===== src/rtl/alpha_lfsr_pkg.sv =====
package alpha_lfsr_pkg;

  localparam int BYTE_W = 8;
  localparam logic [BYTE_W-1:0] FIELD_POLY = 8'hA9;

  // Powers of x applied by the two maps, most significant output byte first
  localparam int UP_P3 = 23;
  localparam int UP_P2 = 245;
  localparam int UP_P1 = 48;
  localparam int UP_P0 = 239;
  localparam int DN_P3 = 16;
  localparam int DN_P2 = 39;
  localparam int DN_P1 = 6;
  localparam int DN_P0 = 64;

  // One multiply-by-x step in GF(2^8) with the reduction constant
  function automatic logic [BYTE_W-1:0] gf_times_x(input logic [BYTE_W-1:0] b);
    logic [BYTE_W-1:0] r;
    r = {b[BYTE_W-2:0], 1'b0};
    if (b[BYTE_W-1]) r = r ^ FIELD_POLY;
    return r;
  endfunction

  // x^n * b by repeated stepping; used only when elaborating constants
  function automatic logic [BYTE_W-1:0] gf_times_xn(input logic [BYTE_W-1:0] b,
                                                    input int n);
    logic [BYTE_W-1:0] r;
    r = b;
    for (int k = 0; k < n; k++) r = gf_times_x(r);
    return r;
  endfunction

  // Column j (bits 8j+7:8j) holds x^n applied to the basis byte 1<<j
  function automatic logic [BYTE_W*BYTE_W-1:0] gf_power_matrix(input int n);
    logic [BYTE_W*BYTE_W-1:0] m;
    m = '0;
    for (int j = 0; j < BYTE_W; j++)
      m[j*BYTE_W +: BYTE_W] = gf_times_xn(BYTE_W'(1) << j, n);
    return m;
  endfunction

endpackage


===== src/rtl/gf_pow_matrix.sv =====
module gf_pow_matrix
  import alpha_lfsr_pkg::*;
#(
  parameter int POWER = 1
) (
  input  logic [BYTE_W-1:0] byte_in,
  output logic [BYTE_W-1:0] byte_out
);
  localparam logic [BYTE_W*BYTE_W-1:0] MAT = gf_power_matrix(POWER);

  // Linear map: XOR together the columns picked out by the set input bits
  always_comb begin
    byte_out = '0;
    for (int j = 0; j < BYTE_W; j++)
      if (byte_in[j]) byte_out = byte_out ^ MAT[j*BYTE_W +: BYTE_W];
  end
endmodule


===== src/rtl/alpha_word_map.sv =====
module alpha_word_map
  import alpha_lfsr_pkg::*;
#(
  parameter int P3 = 1,
  parameter int P2 = 1,
  parameter int P1 = 1,
  parameter int P0 = 1,
  parameter int WORD_W = 32
) (
  input  logic [BYTE_W-1:0] seed,
  output logic [WORD_W-1:0] word_out
);
  localparam int LANES = WORD_W / BYTE_W;
  localparam int POWS [4] = '{P0, P1, P2, P3};

  for (genvar g = 0; g < LANES; g++) begin : g_lane
    gf_pow_matrix #(.POWER(POWS[g])) u_pow (
      .byte_in (seed),
      .byte_out(word_out[g*BYTE_W +: BYTE_W])
    );
  end
endmodule


===== src/rtl/alpha_feedback.sv =====
module alpha_feedback
  import alpha_lfsr_pkg::*;
#(
  parameter int WORD_W = 32
) (
  input  logic [WORD_W-1:0] head_word,
  input  logic [WORD_W-1:0] near_word,
  input  logic [WORD_W-1:0] far_word,
  input  logic              inject,
  input  logic [WORD_W-1:0] inject_word,
  output logic [WORD_W-1:0] fb_word
);
  logic [WORD_W-1:0] up_term;
  logic [WORD_W-1:0] down_term;
  logic [WORD_W-1:0] linear_part;

  alpha_word_map #(.P3(UP_P3), .P2(UP_P2), .P1(UP_P1), .P0(UP_P0), .WORD_W(WORD_W)) u_up (
    .seed    (head_word[WORD_W-1 -: BYTE_W]),
    .word_out(up_term)
  );

  alpha_word_map #(.P3(DN_P3), .P2(DN_P2), .P1(DN_P1), .P0(DN_P0), .WORD_W(WORD_W)) u_down (
    .seed    (far_word[BYTE_W-1:0]),
    .word_out(down_term)
  );

  always_comb begin
    linear_part = (head_word << BYTE_W) ^ up_term ^ near_word
                ^ (far_word >> BYTE_W) ^ down_term;
    fb_word = inject ? (linear_part ^ inject_word) : linear_part;
  end
endmodule


===== src/rtl/alpha_lfsr.sv =====
module alpha_lfsr
  import alpha_lfsr_pkg::*;
#(
  parameter int WORD_W   = 32,
  parameter int STAGES   = 16,
  parameter int NEAR_TAP = 2,
  parameter int FAR_TAP  = 11,
  parameter int MID_OUT  = 5
) (
  input  logic                       clk,
  input  logic                       rst_n,
  input  logic                       load_en,
  input  logic [STAGES*WORD_W-1:0]   load_words,
  input  logic                       step_en,
  input  logic                       init_mode,
  input  logic [WORD_W-1:0]          nl_word,
  output logic [WORD_W-1:0]          s0_word,
  output logic [WORD_W-1:0]          s5_word,
  output logic [WORD_W-1:0]          s15_word
);
  localparam int TOP = STAGES - 1;

  logic [STAGES-1:0][WORD_W-1:0] stage_q;
  logic [WORD_W-1:0]             fb_word;
  logic                          do_load;
  logic                          do_step;

  assign do_load = load_en;
  assign do_step = step_en && !load_en;

  alpha_feedback #(.WORD_W(WORD_W)) u_fb (
    .head_word  (stage_q[0]),
    .near_word  (stage_q[NEAR_TAP]),
    .far_word   (stage_q[FAR_TAP]),
    .inject     (init_mode),
    .inject_word(nl_word),
    .fb_word    (fb_word)
  );

  for (genvar i = 0; i < STAGES; i++) begin : g_stage
    always_ff @(posedge clk) begin
      if (!rst_n)       stage_q[i] <= '0;
      else if (do_load) stage_q[i] <= load_words[i*WORD_W +: WORD_W];
      else if (do_step) begin
        if (i == TOP) stage_q[i] <= fb_word;
        else          stage_q[i] <= stage_q[(i == TOP) ? i : i + 1];
      end
    end
  end

  assign s0_word  = stage_q[0];
  assign s5_word  = stage_q[MID_OUT];
  assign s15_word = stage_q[TOP];

  p_load_r2: assert property (@(posedge clk) disable iff (!rst_n)
    load_en |=> (s0_word == $past(load_words[WORD_W-1:0])));
  p_shift_r3: assert property (@(posedge clk) disable iff (!rst_n)
    (step_en && !load_en) |=> (s5_word == $past(stage_q[MID_OUT+1])));
  p_feedback_r4: assert property (@(posedge clk) disable iff (!rst_n)
    (step_en && !load_en) |=> (s15_word == $past(fb_word)));
  p_hold_r9: assert property (@(posedge clk) disable iff (!rst_n)
    (!step_en && !load_en) |=> $stable(stage_q));
endmodule


===== config.mk =====
export PLATFORM = sky130hd
export DESIGN_NAME = alpha_lfsr
export DESIGN_NICKNAME = d
export VERILOG_FILES = /design/src/rtl/alpha_lfsr_pkg.sv /design/src/rtl/gf_pow_matrix.sv /design/src/rtl/alpha_word_map.sv /design/src/rtl/alpha_feedback.sv /design/src/rtl/alpha_lfsr.sv
export SDC_FILE = /design/constraint.sdc
export NUM_CORES = 1
export LEC_CHECK = 0
export ABC_AREA = 1
export ABC_CLOCK_PERIOD_IN_PS = 3550
export BUFFER_PORTS_ARGS = -buffer_cell sky130_fd_sc_hd__buf_2
export CAP_MARGIN = 20
export CORE_ASPECT_RATIO = 1.1
export CORE_UTILIZATION = 35
export CTS_CLUSTER_SIZE = 14
export DETAILED_ROUTE_END_ITERATION = 10
export PLACE_DENSITY = 0.61
export SLEW_MARGIN = 20
export SYNTH_ARGS = -nofsm -noshare
export SYNTH_HDL_FRONTEND = slang
export SYNTH_SLANG_ARGS = --single-unit

===== constraint.sdc =====
create_clock -name clk -period 3.55 [get_ports clk]
set_input_delay 0.355 -clock clk [delete_from_list [all_inputs] [get_ports clk]]
set_output_delay 0.355 -clock clk [all_outputs]
set_load 0.01 [all_outputs]

Word level (Yosys, flattened, before mapping)
Cells that the tools add are included.
{"block": "word_totals", "ff_bits": 512, "input_bits": 549, "output_inout_bits": 96, "elab_cells": 177}
{"block": "op_classes", "mux": 97, "n_bitwise": 61, "reduce_logical": 3}
{"op": "two-way mux 32 bit", "count": 33}
{"op": "two-way mux 8 bit", "count": 30}
{"op": "XOR 32 bit", "count": 4}
{"op": "two-way mux 7 bit", "count": 14}
{"op": "two-way mux 6 bit", "count": 11}
{"op": "inverter 5 bit", "count": 12}
{"op": "inverter 4 bit", "count": 10}
{"op": "XOR 32 x 24 -> 32 bit", "count": 1}
{"op": "two-way mux 5 bit", "count": 5}
{"op": "inverter 2 bit", "count": 12}
{"op": "inverter 3 bit", "count": 8}
{"op": "inverter 6 bit", "count": 4}
{"op": "inverter 3 -> 4 bit", "count": 3}
{"op": "inverter 2 -> 3 bit", "count": 3}
{"op": "two-way mux 4 bit", "count": 2}
{"op": "inverter 7 bit", "count": 1}
{"op": "inverter 1 -> 2 bit", "count": 2}
{"op": "two-way mux 3 bit", "count": 1}
{"op": "two-way mux 2 bit", "count": 1}
{"op": "nonzero test 2 bit", "count": 1}
{"op": "logical AND 1 bit", "count": 1}
{"op": "logical NOT 1 bit", "count": 1}
{"op": "inverter 1 bit, first input constant", "count": 1}

Longest topological paths before layout
Gate-level depths: netlist of the first run.
{"block": "depth", "depth_word": 23, "ltp_mapped": 13, "depth_no_buf": 12}

Cells and area by module
Synthesis of the first run repeated with hierarchy kept, for this count alone.
{"block": "hier_totals", "hier_cells": 4956, "hier_area_um2": 29674.7}
{"module": "alpha_lfsr", "instances": 1, "cells_per_inst": 3986, "area_each_um2": 25195.4, "seq_area_each_um2": 10249.8}
{"module": "alpha_feedback", "instances": 1, "cells_per_inst": 627, "area_each_um2": 2651.3, "seq_area_each_um2": 0.0}
{"module": "gf_pow_matrix (u_fb.u_up.g_lane[0].u_pow)", "instances": 1, "cells_per_inst": 40, "area_each_um2": 275.3, "seq_area_each_um2": 0.0}
{"module": "gf_pow_matrix (u_fb.u_up.g_lane[2].u_pow)", "instances": 1, "cells_per_inst": 49, "area_each_um2": 259.0, "seq_area_each_um2": 0.0}
{"module": "gf_pow_matrix (u_fb.u_down.g_lane[1].u_pow)", "instances": 1, "cells_per_inst": 48, "area_each_um2": 245.2, "seq_area_each_um2": 0.0}
{"module": "gf_pow_matrix (u_fb.u_down.g_lane[2].u_pow)", "instances": 1, "cells_per_inst": 44, "area_each_um2": 239.0, "seq_area_each_um2": 0.0}
{"module": "gf_pow_matrix (u_fb.u_up.g_lane[3].u_pow)", "instances": 1, "cells_per_inst": 53, "area_each_um2": 234.0, "seq_area_each_um2": 0.0}
{"module": "gf_pow_matrix (u_fb.u_up.g_lane[1].u_pow)", "instances": 1, "cells_per_inst": 43, "area_each_um2": 216.5, "seq_area_each_um2": 0.0}
{"module": "gf_pow_matrix (u_fb.u_down.g_lane[0].u_pow)", "instances": 1, "cells_per_inst": 38, "area_each_um2": 190.2, "seq_area_each_um2": 0.0}
{"module": "gf_pow_matrix (u_fb.u_down.g_lane[3].u_pow)", "instances": 1, "cells_per_inst": 28, "area_each_um2": 168.9, "seq_area_each_um2": 0.0}

Worst setup path before layout of the first run
Ideal clock, no wire load.
{"block": "synth_timing", "kind": "input to register", "startpoint": "input port load_en", "endpoint": "register stage_q[259] in the netlist's numbering", "setup_time_ns": 0.115, "t_arrival_ns": 1.317, "required_ns": 3.435, "path_slack_ns": 2.117, "path_stages": 8, "path_buffers": 3, "path_cell_list": "buf_4 -> nor2_4 -> inv_1 -> buf_2 -> clkbuf_1 -> o21ai_0 -> o21ai_0 -> inv_1"}
{"block": "synth_between", "elab_chain_cells": 3, "word_cells_on_any_way": 4, "cone_classes": "mux: 1; reduce/logical: 3"}
{"item": "start: declaration", "line": "alpha_lfsr.sv:12", "text": "input logic load_en,"}
{"item": "logical NOT 1 bit", "line": "alpha_lfsr.sv:29", "text": "assign do_step = step_en && !load_en;"}
{"item": "logical AND 1 bit", "line": "alpha_lfsr.sv:29"}
{"item": "nonzero test 2 bit (no source line)"}
{"item": "end signal: indexed assignment", "line": "alpha_lfsr.sv:43", "text": "else if (do_load) stage_q[i] <= load_words[i*WORD_W +: WORD_W];"}
{"item": "end signal: indexed assignment", "line": "alpha_lfsr.sv:45", "text": "if (i == TOP) stage_q[i] <= fb_word;"}
{"item": "end signal: indexed assignment", "line": "alpha_lfsr.sv:46", "text": "else stage_q[i] <= stage_q[(i == TOP) ? i : i + 1];"}
{"item": "end: declaration", "line": "alpha_lfsr.sv:23", "text": "logic [STAGES-1:0][WORD_W-1:0] stage_q;"}
Several ways; a longest one is shown, not always the timed one.
A chain may end at the register's enable or synchronous reset.

Final worst setup path of the first run
{"block": "layout_timing", "startpoint": "register stage_q[357] in the netlist's numbering", "endpoint": "register stage_q, in the netlist s15_word[19]"}
{"block": "layout_between", "elab_chain_cells": 9}
{"item": "two-way mux 7 bit *", "line": "gf_pow_matrix.sv:15", "text": "if (byte_in[j]) byte_out = byte_out ^ MAT[j*BYTE_W +: BYTE_W];"}
{"item": "two-way mux 8 bit *", "line": "gf_pow_matrix.sv:15"}
{"item": "inverter 4 bit (no source line)"}
{"item": "two-way mux 8 bit *", "line": "gf_pow_matrix.sv:15"}
{"item": "XOR 32 bit *", "line": "alpha_feedback.sv:29", "text": "^ (far_word >> BYTE_W) ^ down_term;"}
{"item": "XOR 32 bit", "line": "alpha_feedback.sv:30", "text": "fb_word = inject ? (linear_part ^ inject_word) : linear_part;"}
{"item": "two-way mux 32 bit *", "line": "alpha_feedback.sv:30"}
{"item": "two-way mux 32 bit *", "line": "alpha_lfsr.sv:44", "text": "else if (do_step) begin"}
{"item": "two-way mux 32 bit *", "line": "alpha_lfsr.sv:43"}
Every way passes the cells marked *; elsewhere a longest branch is shown, timed or not. The select of a mux whose other input is x is not followed.

==> impl_summary.txt, run 1 <==
----------------------------------------------------
[Setup path]
  Data required time of the critical path ... between 4 and 5 ns
  Worst path most repeated cell ... sky130_fd_sc_hd__nand2_1
  Number of buffer and inverter instances along the worst setup path ... 2
  Nature of the critical path endpoint ... register
  CP max-delay cell ... sky130_fd_sc_hd__dfxtp_1
  Internal reg-to-reg setup slack ... between 1 and 1.5 ns
  Top fanout value on the critical path ... 8
  List of cells traversed by the critical path ... clkinv_1 > xor2_1 > nand2_1 > nand2_1 > inv_1 > nand2_1 > nand3_1 > a21oi_1
  Longest individual stage delay on the worst path ... roughly 0.73 ns
  Setup Crit Path Kind ... register to register
  Category of cells accounting for the largest share of critical-path delay ... flip-flops
  Endpoint arrival time on the critical path ... ~3.0 ns
  Startpoint class of the critical path ... register

[Logic synthesis]
  Count of unique library cells instantiated by Yosys ... 38
  Top-area cell type share of the netlist area ... 0.375
  Top cell types by occurrence after synthesis ... 1466 x sky130_fd_sc_hd__nand2_1, 782 x sky130_fd_sc_hd__inv_1, 512 x sky130_fd_sc_hd__dfxtp_1
  Synth Instances ... roughly 4200
  Count of flip-flops with a built-in enable after synthesis ... 0
  Library cell occupying the most area in the post-synthesis netlist ... sky130_fd_sc_hd__dfxtp_1
  Dominant register cell in the synthesized netlist ... sky130_fd_sc_hd__dfxtp_1
  Register bit total from synthesis ... between 500 and 600
  Mean post-synth cell area ... between 6 and 7 um2
  Top cells by area, synth ... sky130_fd_sc_hd__dfxtp_1 38%, sky130_fd_sc_hd__nand2_1 20%, sky130_fd_sc_hd__inv_1 11%
  Post-Syn Area ... approximately 27000 um2
  Async set-or-reset flop fraction in the synthesized netlist ... 0
  Most frequent cell after synthesis ... sky130_fd_sc_hd__nand2_1
  Proportion of synthesized chip area in sequential cells ... 0.375
  Post-Syn Nets ... between 4000 and 5000
  Number of warnings printed during yosys synthesis ... 0

[Die]
  Die W ... roughly 270 um
  Core area ... slightly below 80000 um2
  Die Y-Extent ... 295 um
  Die Area ... roughly 80000 um2
  Number of top-level design ports ... around 650
  Initial Util ... 0.353
  Placement row count ... about 110

[Global routing]
  First-pass GRT wire length ... ~160000 um
  Initial antenna violation count ... 35
  Overall Global Routing Usage ... 0.277
  Remaining global-route overflow ... 0
  Pin count of the biggest net entering global routing ... about 160
  Number of global-route vias before repair ... around 25000

[Clock tree]
  Clock tree from TritonCTS ... yes
  Total clock buffers created by CTS ... 56
  Clock transition at the registers of the reported paths ... 0.06 ns
  Longest Clk Path Bufs ... 3
  Clock latency on the worst-skew pair ... around 0.64 ns
  Root Buffer ... sky130_fd_sc_hd__clkbuf_16
  Total clock sinks ... between 500 and 600
  H-tree Lvls ... 2
  Post-CTS Resized ... 0

[Pwr]
  Sw frac ... 0.304
  Fraction of power consumed by combinational cells ... 0.182
  Clock group share of total power ... 0.400
  Internal Dissipation ... about 11 mW
  Leakage power ... around 18 nW
  Switching component of the power ... ~4.6 mW
  Register share of total power ... 0.418
  Pwr Density ... around 450 nW/um2
  Worst ir drop on vdd ... between 300 and 400 uV

[Final layout]
  Area taken by multi-input logic gates ... 12200 um2
  Share of layout cells above drive strength 1 ... 0.175
  Final instance area ... 33800 um2
  Number of nets in the layout ... 5290
  Relative area change from synthesis to final layout ... 23.7%
  # fillers ... just over 8000
  Sequential Area ... between 10000 and 15000 um2

[Route]
  Wire length per cell after detailed routing ... between 15 and 20 um
  First drt pass iteration count ... 11
  Average via count per standard cell ... around 4.8
  Residual antenna-violating net count after detailed routing ... 0
  Vias post-DR ... around 28000
  Initial DRC count ... 2554
  Detailed-route DRC error count ... 2
  Total routed wirelength ... around 110000 um

[Status]
  Failing checks ... DRC
  Run status ... complete, but fails checks

[STA]
  Final slew viol count ... 0
  Relative slew slack ... 0.423
  Setup violators final ... 0
  Tcrit/Tclk final ... 0.701
  RSZ-0062 raised after global routing ... no
  Final period demand of the worst path ... approximately 2.5 ns
  FMAX ... 402 MHz
  Total Neg Setup Slack ... 0 ns
  Actual transition at the worst max-transition pin ... 0.859 ns
  Fin Clk Skew ... ~0.033 ns
  Final hold viol count ... 0

[Worst hold path]
  Min-delay worst type ... input pin to register

[Place]
  Post-detailed-placement cell area ... slightly above 30000 um2
  Port Buf Inserts ... between 600 and 700
  Half-perimeter wire length after placement ... about 85000 um
  Final weighted congestion in routability-driven placement ... roughly 0.90

[Job]
  Max-cap viol count ... 0

----------------------------------------------------
worst paths after layout:
| path | start | endpoint | cells after the start |
|---|---|---|---|
| max | stage_q[357] | s15_word[19] | 8 |
| min | load_words[318] | stage_q[318] | 5 |
| max reg2reg | stage_q[357] | s15_word[19] | 8 |
| min reg2reg | stage_q[199] | stage_q[199] | 2 |
placed cells by master (no fill, tap or decap), types with 11 or more instances in the layout:
master,count
sky130_fd_sc_hd__o21ai_0,263
sky130_fd_sc_hd__o21ai_1,18
sky130_fd_sc_hd__nand2_1,1466
sky130_fd_sc_hd__buf_2,642
sky130_fd_sc_hd__o211ai_1,72
sky130_fd_sc_hd__dfxtp_1,512
sky130_fd_sc_hd__xnor2_1,41
sky130_fd_sc_hd__nor2_1,140
sky130_fd_sc_hd__a22oi_1,79
sky130_fd_sc_hd__dlygate4sd3_1,144
sky130_fd_sc_hd__clkbuf_1,11
sky130_fd_sc_hd__o221ai_1,75
sky130_fd_sc_hd__inv_1,781
sky130_fd_sc_hd__diode_2,23
sky130_fd_sc_hd__xor2_1,84
sky130_fd_sc_hd__buf_12,12
sky130_fd_sc_hd__clkbuf_8,11
sky130_fd_sc_hd__buf_4,16
sky130_fd_sc_hd__nand3_1,182
sky130_fd_sc_hd__a31o_2,35
sky130_fd_sc_hd__a31oi_1,16
sky130_fd_sc_hd__clkbuf_16,56
sky130_fd_sc_hd__a21oi_1,48
worst min-delay path, delay by kind of cell:
kind	cells	cell delay (ns)
buffers and inverters	2	0.11
AND/OR/NAND/NOR	1	0.04
AO/OA/AOI/OAI	2	0.13
stage by stage:
step / worst slack, ns / utilization / std cells / hold slack (ns) / power [mW]
global route: 0.961 / 0.436 / 5837 / 0.0325 / 15.9
floorplan: 2.12 / - / 4207 / 0.445 / 8.11
finish: 1.06 / 0.437 / 5843 / 0.0272 / 15.2
global placement: 1.12 / 0.393 / 5574 / 0.453 / 9.08
CTS: 1.08 / 0.436 / 5820 / 0.000305 / 15.3
detailed placement: 1.08 / 0.393 / 5574 / 0.458 / 9.11
area by class of cell:
cell class	instances	area share
Multi-Input combinational cell	2558	0.362
Sequential cell	512	0.303
Timing Repair Buffer	816	0.149
Inverter	797	0.0892
Clock buffer	78	0.0472
Tap cell	1035	0.0383
Clock inverter	24	0.00870
Antenna cell	23	0.00170
power groups by stage:
stage	logic, mW	registers [mW]	clock network (mW)
after global placement	2.60	6.48	0
after detailed placement	2.63	6.49	0
after floorplan	1.76	6.36	0
final	2.78	6.37	6.10
after CTS	2.77	6.36	6.18
after global routing	3.08	6.40	6.39
flip-flops by register name, summed over array words and instances, names as in the netlist:
name	cells
stage_q	416
s5_word	32
s15_word	32
s0_word	32
kinds of logic after synthesis:
logic type,Yosys count,share of synthesized area
buffers and inverters,1137,0.176
AOI/OAI and AO/OA,609,0.142
and+or+nand+nor,1816,0.262
DFF,512,0.375
xor gates and xnor gates,133,0.0449
metal layers:
layer / share of wire / global-route usage / vias up
met2: 0.47 / 0.449 / 1066
met4: 0.031 / 0.0963 / 20
met3: 0.070 / 0.0416 / 170
met5: 0.0011 / 0 / -
met1: 0.43 / 0.373 / 13041
li1: - / - / 13859
repair_timing:
action                    4_1_cts  5_1_grt
setup buffers                   0        0
hold endpoints to repair      144        0
hold buffers                  144        0
Power figures use the tool's default switching activity.
==> inputs of run 2 (changes only) <==
--- a/config.mk
+++ b/config.mk
@@ -5,15 +5,15 @@
 export SDC_FILE = /design/constraint.sdc
 export NUM_CORES = 1
 export LEC_CHECK = 0
-export ABC_AREA = 1
-export ABC_CLOCK_PERIOD_IN_PS = 3550
+export ABC_AREA = 0
+export ABC_CLOCK_PERIOD_IN_PS = 2200
 export BUFFER_PORTS_ARGS = -buffer_cell sky130_fd_sc_hd__buf_2
 export CAP_MARGIN = 20
 export CORE_ASPECT_RATIO = 1.1
 export CORE_UTILIZATION = 35
 export CTS_CLUSTER_SIZE = 14
 export DETAILED_ROUTE_END_ITERATION = 10
-export PLACE_DENSITY = 0.61
+export PLACE_DENSITY = 0.64
 export SLEW_MARGIN = 20
 export SYNTH_ARGS = -nofsm -noshare
 export SYNTH_HDL_FRONTEND = slang
==> constraint.sdc (replaced) <==
create_clock -name clk -period 2.2 [get_ports clk]
set_input_delay 0.22 -clock clk [delete_from_list [all_inputs] [get_ports clk]]
set_output_delay 0.22 -clock clk [all_outputs]
set_load 0.01 [all_outputs]
==> run 2 against run 1 <==
The flow now finishes without violations. Global-route usage is 1.6 points higher. Highest routed layer unchanged. Die area is 6.3% lower. Largest power group unchanged. Critical path type unchanged. Register-to-register slack worse by 0.85 ns. Wire length is 1.7% lower. Total power is 70% higher. Hold slack better by 0.0074 ns. Flip-flop and latch count stayed put.
==> impl_summary.txt, run 2 <==
----------------------------------------------------
[Status]
  Run status ... finished clean

[Logic synthesis]
  Proportion of synthesized chip area in sequential cells ... 0.401 (+0.0252)
  Async set-or-reset flop fraction in the synthesized netlist ... 0 (unchanged)
  Number of warnings printed during yosys synthesis ... 0 (unchanged)
  Post-Syn Nets ... 3674 (-23%)
  Library cell occupying the most area in the post-synthesis netlist ... sky130_fd_sc_hd__dfxtp_1
  Dominant register cell in the synthesized netlist ... sky130_fd_sc_hd__dfxtp_1
  Top cells by area, synth ... sky130_fd_sc_hd__dfxtp_1 40%, sky130_fd_sc_hd__mux2i_1 20%, sky130_fd_sc_hd__nor2_1 14%
  Top cell types by occurrence after synthesis ... 975 x sky130_fd_sc_hd__nor2_1, 512 x sky130_fd_sc_hd__dfxtp_1, 500 x sky130_fd_sc_hd__a21oi_1, 500 x sky130_fd_sc_hd__mux2i_1, 170 x sky130_fd_sc_hd__clkbuf_1
  Register bit total from synthesis ... 512 (unchanged)
  Count of unique library cells instantiated by Yosys ... 25 (-34%)
  Mean post-synth cell area ... 8.19 um2 (+26%)
  Top-area cell type share of the netlist area ... 0.401 (+0.0252)
  Synth Instances ... 3125 (-26%)
  Count of flip-flops with a built-in enable after synthesis ... 0 (unchanged)
  Post-Syn Area ... 25600 um2 (-6.3%)
  Most frequent cell after synthesis ... sky130_fd_sc_hd__nor2_1

[Final layout]
  Largest Register ... stage_q
  Most frequent cells in the layout ... 975 x sky130_fd_sc_hd__nor2_1, 642 x sky130_fd_sc_hd__buf_2, 512 x sky130_fd_sc_hd__dlygate4sd3_1, 512 x sky130_fd_sc_hd__dfxtp_1
  Final instance area ... 36600 um2 (+8.4%)
  Leading cell type in the layout, fill and taps excluded ... sky130_fd_sc_hd__nor2_1
  # fillers ... 6623 (-20%)
  Relative area change from synthesis to final layout ... 43.2%
  Number of nets in the layout ... 4649 (-12%)
  Max reg flops ... 416 (unchanged)
  Area taken by multi-input logic gates ... 13600 um2 (+11%)
  Share of layout cells above drive strength 1 ... 0.206 (+0.0313)
  Sequential Area ... 10200 um2 (unchanged)

[Setup path]
  Setup Crit Path Kind ... register to register
  Endpoint arrival time on the critical path ... 2.55 ns (-0.49 ns)
  Startpoint class of the critical path ... register
  List of cells traversed by the critical path ... xnor2_1 > xor2_1 > xnor2_1 > xnor2_1 > a211o_1 > a21oi_1
  Nature of the critical path endpoint ... register
  Longest individual stage delay on the worst path ... 0.43 ns (-0.30 ns)
  Worst path most repeated cell ... sky130_fd_sc_hd__xnor2_1
  Top fanout value on the critical path ... 5 (-3)
  CP max-delay cell ... sky130_fd_sc_hd__xor2_1
  Data required time of the critical path ... 2.77 ns (-1.33 ns)

[Global routing]
  Overall Global Routing Usage ... 0.293 (+0.0159)
  Pin count of the biggest net entering global routing ... 98 (-38%)
  Number of global-route vias before repair ... 25293 (-0.65%)
  Initial antenna violation count ... 22 (-37%)
  Remaining global-route overflow ... 0 (unchanged)
  First-pass GRT wire length ... 161000 um (-0.92%)

[Route]
  Detailed-route DRC error count ... 0 (-2)
  Residual antenna-violating net count after detailed routing ... 0 (unchanged)
  Average via count per standard cell ... 5.03 (+4.4%)
  Wire length per cell after detailed routing ... 22.1 um (+12%)
  Total routed wirelength ... 113000 um (-1.7%)
  Initial DRC count ... 2162 (-15%)
  First drt pass iteration count ... 8 (-3)
  Vias post-DR ... 25708 (-8.7%)

[Job]
  Max-cap viol count ... 0 (unchanged)

[Die]
  Number of top-level design ports ... 645 (unchanged)
  Initial Util ... 0.355 (+0.00228)
  Core area ... 72000 um2 (-6.9%)
  Die W ... 260 um (-3.2%)
  Die Area ... 74200 um2 (-6.3%)
  Die Y-Extent ... 286 um (-3.2%)
  Placement row count ... 103 (-3.7%)

[Pwr]
  Pwr Density ... 708 nW/um2 (+57%)
  Register share of total power ... 0.411 (-0.007)
  Worst ir drop on vdd ... 681 uV (+72%)
  Sw frac ... 0.293 (-0.0112)
  Switching component of the power ... 7.61 mW (+64%)
  Fraction of power consumed by combinational cells ... 0.207 (+0.025)
  Clock group share of total power ... 0.382 (-0.018)
  Leakage power ... 16.8 nW (-7.4%)
  Internal Dissipation ... 18.3 mW (+73%)

[Clock tree]
  Clock transition at the registers of the reported paths ... 0.06 ns (about the same)
  Total clock sinks ... 512 (unchanged)
  Setup fix buffers added after clock tree synthesis ... 0 (unchanged)
  Root Buffer ... sky130_fd_sc_hd__clkbuf_16
  Post-CTS Resized ... 0 (unchanged)
  H-tree Lvls ... 2 (unchanged)
  Hold_buf cts ... 512 (+260%)
  Total clock buffers created by CTS ... 57 (+1.8%)
  Longest Clk Path Bufs ... 3 (unchanged)
  Clock tree from TritonCTS ... yes
  Clock latency on the worst-skew pair ... 0.63 ns (about the same)

[STA]
  Setup violators final ... 0 (unchanged)
  FMAX ... 503 MHz (+25%)
  Final period demand of the worst path ... 1.99 ns (-0.503 ns)
  Final slew viol count ... 0 (unchanged)
  Hold WS ... 0.0346 ns (+0.00736 ns)
  Final hold viol count ... 0 (unchanged)
  Fin Clk Skew ... 0.0290 ns (-0.00350 ns)
  Relative slew slack ... 0.482 (+0.0593)
  Tcrit/Tclk final ... 0.903 (+0.202)
  RSZ-0062 raised after global routing ... no
  Setup slack of the critical path after layout ... 0.213 ns (-0.847 ns)
  Total Neg Setup Slack ... 0 ns (unchanged)
  Actual transition at the worst max-transition pin ... 0.776 ns (-0.0827 ns)

[Place]
  Half-perimeter wire length after placement ... 82500 um (-2.9%)
  Minimum setup slack after placement ... 0.259 ns (-0.826 ns)
  Post-detailed-placement cell area ... 29500 um2 (-2.8%)
  Final weighted congestion in routability-driven placement ... 0.925 (+2.7%)
  Port Buf Inserts ... 644 (unchanged)

[Worst hold path]
  Min-delay worst type ... input pin to register

----------------------------------------------------
## run 2: cell count changes in the layout (fill, tap and decap cells not counted), moves of 72 or more
cell	previous run	this run
sky130_fd_sc_hd__nand2_1	1466	39
sky130_fd_sc_hd__nor2_1	140	975
sky130_fd_sc_hd__inv_1	781	1
sky130_fd_sc_hd__mux2i_1	0	500
sky130_fd_sc_hd__a21oi_1	48	500
sky130_fd_sc_hd__dlygate4sd3_1	144	512
sky130_fd_sc_hd__o21ai_0	263	13
sky130_fd_sc_hd__nand3_1	182	7
sky130_fd_sc_hd__xnor2_1	41	149
sky130_fd_sc_hd__a22oi_1	79	0
sky130_fd_sc_hd__o221ai_1	75	0
sky130_fd_sc_hd__o211ai_1	72	0
## run 2: cell families (layout without fill, tap and decap cells)
group,Yosys count,in the layout,synth area share
xor+xnor,211,211,0.0783
buf+inv,344,1365,0.0677
flops,512,512,0.401
other cells,0,17,0
mux,500,500,0.196
simple gates,1025,1025,0.151
compound gates,533,533,0.106
## run 2: cell type report
class                           count  area share
Inverter                            2    0.000410
Multi-Input combinational cell   2269       0.371
Clock inverter                     20     0.00591
Clock buffer                       85      0.0467
Tap cell                          945      0.0323
Timing Repair Buffer             1258       0.263
Antenna cell                       17     0.00116
Sequential cell                   512       0.280
## run 2: worst paths after layout
kind,startpoint,endpoint,slack [ns],depth (start not counted)
worst max-delay path,s0_word[24],s15_word[19],0.21,6
worst min-delay path,load_en,stage_q[294],0.03,3
worst max register to register,s0_word[24],s15_word[19],0.21,6
worst min register to register,s15_word[12],s15_word[12],0.58,2
## run 2: per-stage QoR
stage / cells / power [mW] / util
after floorplan: 3125 / 13.6 / -
after CTS: 5091 / 26.0 / 0.508
after global placement: 4474 / 15.3 / 0.410
final: 5108 / 26.0 / 0.509
after detailed placement: 4474 / 15.4 / 0.410
after global routing: 5106 / 26.9 / 0.509
## run 2: power groups by stage
stage | clock (mW) | combinational [mW] | sequential (mW)
final | 9.93 | 5.37 | 10.7
after CTS | 10.0 | 5.28 | 10.6
after floorplan | 0 | 3.23 | 10.3
after global placement | 0 | 4.47 | 10.8
after global routing | 10.4 | 5.79 | 10.7
after detailed placement | 0 | 4.51 | 10.8
## run 2: critical path: cells and delay by family (launching register included)
kind / cells / cell delay, ns
flip-flops: 1 / 0.38
XOR/XNOR: 4 / 1.13
AO/OA/AOI/OAI: 2 / 0.42
## run 2: routing by layer
| layer | vias to the layer above | GRT usage | routed length [um] |
|---|---|---|---|
| met1 | 11945 | 0.348 | 45000 |
| met2 | 1118 | 0.494 | 53800 |
| li1 | 12292 | - | - |
| met3 | 341 | 0.0433 | 6430 |
| met4 | 12 | 0.184 | 7570 |
| met5 | - | 0 | 75 |
